===== config.mk =====
export PLATFORM = sky130hd
export DESIGN_NAME = slot_presence_monitor
export DESIGN_NICKNAME = d
export VERILOG_FILES = /design/src/rtl/psm_pkg.sv /design/src/rtl/psm_reset_sync.sv /design/src/rtl/psm_sync.sv /design/src/rtl/psm_presence_track.sv /design/src/rtl/psm_irq_gate.sv /design/src/rtl/slot_presence_monitor.sv
export SDC_FILE = /design/constraint.sdc
export NUM_CORES = 1
export LEC_CHECK = 0
export BUFFER_PORTS_ARGS = -buffer_cell sky130_fd_sc_hd__buf_4
export CORE_AREA = 2 2 39 41
export DETAILED_ROUTE_END_ITERATION = 16
export DIE_AREA = 0 0 41 43
export GPL_TIMING_DRIVEN = 0
export PLACE_DENSITY = 0.54
export SKIP_LAST_GASP = 1
export SLEW_MARGIN = 20
export SYNTH_ARGS = -nofsm -noshare
export SYNTH_HDL_FRONTEND = slang
export SYNTH_HIERARCHICAL = 1
export SYNTH_SLANG_ARGS = --single-unit

===== constraint.sdc =====
create_clock -name clk -period 0.9 [get_ports clk]
set_input_delay 0.135 -clock clk [delete_from_list [all_inputs] [get_ports clk]]
set_output_delay 0.135 -clock clk [all_outputs]
set_load 0.005 [all_outputs]

===== src/rtl/psm_pkg.sv =====
package psm_pkg;
  // number of synchronizer flops on the raw presence input
  localparam int unsigned SYNC_STAGES_DEF = 2;
  // number of flops in the reset release chain
  localparam int unsigned RST_STAGES_DEF  = 2;

  typedef struct packed {
    logic present;
    logic changed;
  } slot_status_t;
endpackage


===== src/rtl/psm_reset_sync.sv =====
module psm_reset_sync #(
  parameter int unsigned STAGES = 2
) (
  input  logic clk,
  input  logic rst_n,
  output logic rst_core_n
);
  logic [STAGES-1:0] chain_q;
  logic [STAGES-1:0] chain_d;

  always_comb begin
    chain_d = {chain_q[STAGES-2:0], 1'b1};
  end

  always_ff @(posedge clk or negedge rst_n) begin
    if (!rst_n) chain_q <= '0;
    else        chain_q <= chain_d;
  end

  assign rst_core_n = chain_q[STAGES-1];
endmodule


===== src/rtl/psm_sync.sv =====
module psm_sync #(
  parameter int unsigned STAGES = 2
) (
  input  logic clk,
  input  logic rst_n,
  input  logic d_i,
  output logic q_o
);
  logic [STAGES-1:0] stage_q;
  logic [STAGES-1:0] stage_d;

  generate
    for (genvar g = 0; g < STAGES; g++) begin : g_stage
      if (g == 0) begin : g_first
        always_comb stage_d[g] = d_i;
      end else begin : g_next
        always_comb stage_d[g] = stage_q[g-1];
      end
    end
  endgenerate

  always_ff @(posedge clk or negedge rst_n) begin
    if (!rst_n) stage_q <= '0;
    else        stage_q <= stage_d;
  end

  assign q_o = stage_q[STAGES-1];
endmodule


===== src/rtl/psm_presence_track.sv =====
module psm_presence_track
  import psm_pkg::*;
#(
  parameter int unsigned PRIME_CYCLES = 3
) (
  input  logic         clk,
  input  logic         rst_n,
  input  logic         pres_sync_i,
  input  logic         sts_wr_i,
  input  logic         sts_wdata_chg_i,
  output slot_status_t status_o
);
  localparam int unsigned CNT_W = $clog2(PRIME_CYCLES + 1);

  logic             pres_q, pres_d;
  logic             chg_q, chg_d;
  logic             armed_q, armed_d;
  logic [CNT_W-1:0] cnt_q, cnt_d;
  logic             cnt_en;
  logic             edge_det;
  logic             clr_req;

  // next-state logic
  always_comb begin
    edge_det = armed_q & (pres_sync_i != pres_q);
    clr_req  = sts_wr_i & sts_wdata_chg_i;
    pres_d   = pres_sync_i;
    chg_d    = edge_det | (chg_q & ~clr_req);
    cnt_en   = ~armed_q;
    cnt_d    = cnt_q + 1'b1;
    armed_d  = armed_q | (cnt_q == CNT_W'(PRIME_CYCLES - 1));
  end

  // state registers
  always_ff @(posedge clk or negedge rst_n) begin
    if (!rst_n) begin
      pres_q  <= 1'b0;
      chg_q   <= 1'b0;
      armed_q <= 1'b0;
      cnt_q   <= '0;
    end else begin
      pres_q  <= pres_d;
      chg_q   <= chg_d;
      armed_q <= armed_d;
      if (cnt_en) cnt_q <= cnt_d;
    end
  end

  assign status_o.present = pres_q;
  assign status_o.changed = chg_q;

  // a detected transition always leaves the flag set
  a_r6_set_wins: assert property (@(posedge clk) disable iff (!rst_n)
    edge_det |=> chg_q);
  // the flag holds unless a clearing write is present
  a_r4_sticky: assert property (@(posedge clk) disable iff (!rst_n)
    (chg_q && !clr_req) |=> chg_q);
  // a write with a zero in the flag lane keeps a set flag
  a_r5_zero_write: assert property (@(posedge clk) disable iff (!rst_n)
    (chg_q && sts_wr_i && !sts_wdata_chg_i) |=> chg_q);
  // no change is flagged while the synchronizer is still filling
  a_r8_quiet_prime: assert property (@(posedge clk) disable iff (!rst_n)
    !armed_q |=> !chg_q);
  // a transition flips the presence state on the next edge
  a_r1_state_flip: assert property (@(posedge clk) disable iff (!rst_n)
    edge_det |=> (pres_q != $past(pres_q)));
endmodule


===== src/rtl/psm_irq_gate.sv =====
module psm_irq_gate (
  input  logic clk,
  input  logic rst_n,
  input  logic chg_i,
  input  logic pres_en_i,
  input  logic hp_en_i,
  output logic irq_o
);
  logic gate_en;

  always_comb begin
    gate_en = pres_en_i & hp_en_i;
    irq_o   = chg_i & gate_en;
  end

  // never request without a pending change
  a_r3_no_spurious: assert property (@(posedge clk) disable iff (!rst_n)
    !chg_i |-> !irq_o);
  // a disabled global enable masks the request
  a_r3_global_mask: assert property (@(posedge clk) disable iff (!rst_n)
    !hp_en_i |-> !irq_o);
endmodule


===== src/rtl/slot_presence_monitor.sv =====
module slot_presence_monitor
  import psm_pkg::*;
#(
  parameter int unsigned SYNC_STAGES = SYNC_STAGES_DEF,
  parameter int unsigned RST_STAGES  = RST_STAGES_DEF
) (
  input  logic clk,
  input  logic rst_n,
  input  logic pres_raw_i,
  input  logic ctl_pres_en_i,
  input  logic ctl_hp_en_i,
  input  logic sts_wr_i,
  input  logic sts_wdata_chg_i,
  output logic pres_state_o,
  output logic pres_chg_o,
  output logic irq_o
);
  localparam int unsigned PRIME_CYCLES = SYNC_STAGES + 1;

  logic         rst_core_n;
  logic         pres_sync;
  slot_status_t status;

  psm_reset_sync #(.STAGES(RST_STAGES)) u_rst (
    .clk        (clk),
    .rst_n      (rst_n),
    .rst_core_n (rst_core_n)
  );

  psm_sync #(.STAGES(SYNC_STAGES)) u_sync (
    .clk   (clk),
    .rst_n (rst_core_n),
    .d_i   (pres_raw_i),
    .q_o   (pres_sync)
  );

  psm_presence_track #(.PRIME_CYCLES(PRIME_CYCLES)) u_track (
    .clk             (clk),
    .rst_n           (rst_core_n),
    .pres_sync_i     (pres_sync),
    .sts_wr_i        (sts_wr_i),
    .sts_wdata_chg_i (sts_wdata_chg_i),
    .status_o        (status)
  );

  psm_irq_gate u_irq (
    .clk       (clk),
    .rst_n     (rst_core_n),
    .chg_i     (status.changed),
    .pres_en_i (ctl_pres_en_i),
    .hp_en_i   (ctl_hp_en_i),
    .irq_o     (irq_o)
  );

  assign pres_state_o = status.present;
  assign pres_chg_o   = status.changed;

  // while the flag is set and no clear arrives, it stays set
  a_r9_hold_flag: assert property (@(posedge clk) disable iff (!rst_core_n)
    (pres_chg_o && !(sts_wr_i && sts_wdata_chg_i)) |=> pres_chg_o);
endmodule


==> summary.txt <==
Status -> finished with violations
Failing checks -> negative setup slack
Clock Path Buffers -> 2
Final hold viol count -> 0
Cell Count Post-Placement -> 47
ANT nets after route -> 0
Beginning of the critical path -> u_track/chg_q
Max_cap viols -> 0
Crit path kind -> register to output pin
Worst Skew -> 0.00279 ns
Critical Path AT -> 0.89 ns
Worst slack at placement -> -0.0586 ns
WL final -> 490 um
Mean post-synth cell area -> 14.2 um^2
CP Max Fanout -> 2
WHS -> 0.0999 ns
Port bufs -> 9
Fin crit share -> 1.14
Final std cells w/o fill -> 56
Core area -> 1380 um^2
Top-area cell type share of the netlist area -> 0.723
Synth area leaders -> dfrtp_1 72%, buf_4 4.8%, ha_1 4.0%
Internal reg-to-reg setup slack -> -0.06 ns
P&R area growth vs syn -> 58.6%
Power per Cell Area -> 1620 nW/um^2
GRT Util Overall -> 0.0804
Number of diodes -> 0
Fin nets -> 49
Min-Delay Path Class -> register to async pin
Unrepaired setup endpoints after global routing -> true
Num CTS Buffers -> 3
Vias/cell -> 3.80
Crit path capture type -> output pin
Largest net degree at the start of global routing -> 8
Placement row count -> 14
Pre-Repair DR Iteration Count -> 1
Register bit count reported by yosys -> 9
Largest area contributor in the netlist -> dfrtp_1
Synth warn -> 6
Setup-failing EPs final -> 4
Clock-pin slew on the worst setup and hold paths -> 0.06 ns
Max VDD drop -> 0.806 mV
Leakage -> 0.236 nW
Number of global-route vias before repair -> 233
Clk Latency, worst-skew pair -> 0.25 ns
Final Max Slew Viols -> 0
Required @ worst endpoint -> 0.76 ns
CTS H-tree depth -> 1
Vias after detailed routing -> 213
Synth Net Count -> 30
Final setup TNS -> -0.394 ns
Worst Setup Start Kind -> register
Die Width -> 41 um
Layout cells sized above 1 -> 0.500
First-pass GRT wire length -> 869 um
Die Ht -> 43 um
Cell area after synthesis -> 312 um^2
Ports -> 10
Drt drc -> 0
Fin crit period -> 1.02 ns
DIE AREA -> 1760 um^2
R2R Path End -> u_track/chg_q
Post-synthesis sequential area ratio -> 0.723
CP cell instances -> and3_1 > buf_4
Crit-path leading delay family -> flip-flops
Final GP Congestion -> 0.552
CTS tree -> done
Largest stage delay on the critical path -> 0.37 ns
Distinct cells, synth -> 12
Total grt overflow -> 0
CTS root buffer -> clkbuf_4
Initial antenna violation count -> 0
FMAX -> 976 MHz
Post-Synthesis Cells -> 22
R2R Path Start -> u_track/pres_q
Initial DRC count -> 0
Final worst slack -> -0.125 ns
Reg2Reg Depth -> 3
Power Total -> 0.802 mW
Critical-path top delay cell -> dfrtp_1
Initial core utilization -> 0.225
Bufs and invs on worst path -> 1
WL per Instance -> 8.75 um
Clock sinks -> 9
==> metrics by stage <==
stage | instance area, um^2 | util
3_5_place_dp | 404 | 0.292
4_1_cts | 473 | 0.342
6_report | 494 | 0.357
2_1_floorplan | 317 | -
5_1_grt | 494 | 0.357
3_3_place_gp | 404 | 0.292
==> where the power goes <==
| part | switching [mW] | internal [mW] |
|---|---|---|
| clock network | 0.129 | 0.170 |
| logic | 0.0184 | 0.0534 |
| registers | 0.0111 | 0.421 |
| total | 0.158 | 0.644 |
==> routing by layer <==
| metal | wire length (um) | part of all wire | vias to the layer above | track usage |
|---|---|---|---|---|
| met5 | 0 | 0 | - | 0 |
| met4 | 7 | 0.014 | 0 | 0.0800 |
| met3 | 57 | 0.12 | 2 | 0.0471 |
| met2 | 250 | 0.51 | 10 | 0.116 |
| met1 | 174 | 0.36 | 97 | 0.0705 |
| li1 | - | - | 104 | - |
==> final cells by class <==
cell class | instances | area [um^2]
clock buffers | 4 | 26.3
plain buffers | 1 | 11.3
flip-flops and latches | 9 | 225
well taps | 16 | 20.0
fillers | 144 | 890
inverters | 1 | 3.75
multi-input cells | 10 | 86.3
repair buffers | 15 | 121
==> how the worst max path moves through the flow <==
stage                     depth (start not counted)  slack (ns)          endpoint
after detailed placement                          3       -0.06  u_track/cnt_q[1]
final                                             2       -0.12             irq_o
after global placement                            3      -0.008  u_track/cnt_q[1]
after CTS                                         2       -0.15             irq_o
after floorplan                                   3        0.01   u_track/armed_q
after global routing                              2       -0.17             irq_o
==> worst register-to-register path, stage by stage (launching register included) <==
cell	delay, ns
dfrtp_1	0.38
buf_4	0.14
xor2_1	0.15
a22o_1	0.18
==> cells in the mapped netlist <==
cell type,instances
inv_1,1
dfrtp_1,9
xor2_1,1
a22o_1,1
xnor2_1,1
nand2_1,2
o21ai_0,1
and3_1,1
buf_4,2
ha_1,1
or2_2,1
conb_1,1
==> flip-flops by register name (all words and copies together), names as in the netlist <==
| name | flops |
|---|---|
| u_track/armed_q | 1 |
| u_track/chg_q | 1 |
| u_track/cnt_q | 2 |
| u_track/pres_q | 1 |
| u_rst/chain_q | 2 |
| u_sync/stage_q | 2 |
==> cells in the final DEF (no fill, tap or decap), drive strengths merged, types with 2 or more instances in the layout <==
| master | count |
|---|---|
| buf | 14 |
| dfrtp | 9 |
| clkbuf | 4 |
| dlygate4sd3 | 2 |
| nand2 | 2 |
==> kinds of logic (layout without fill, tap and decap cells) <==
kind of cell    count (synthesis)  after routing  share of synthesized area
compound gates                  2              2                     0.0442
xor+xnor                        2              2                     0.0562
fa+ha+maj                       1              1                     0.0402
buf+inv                         3             21                     0.0602
flops                           9              9                      0.723
other cells                     1              1                     0.0120
simple gates                    4              4                     0.0643
==> what timing repair did <==
action / CTS / global route
hold buffers: 2 / 0
endpoints found under the setup margin: 5 / 6
endpoints found under the hold margin: 3 / 0
buffers inserted: 3 / 1
resized for setup: 3 / 2
pin swaps: 4 / 2
Power figures use the tool's default switching activity.
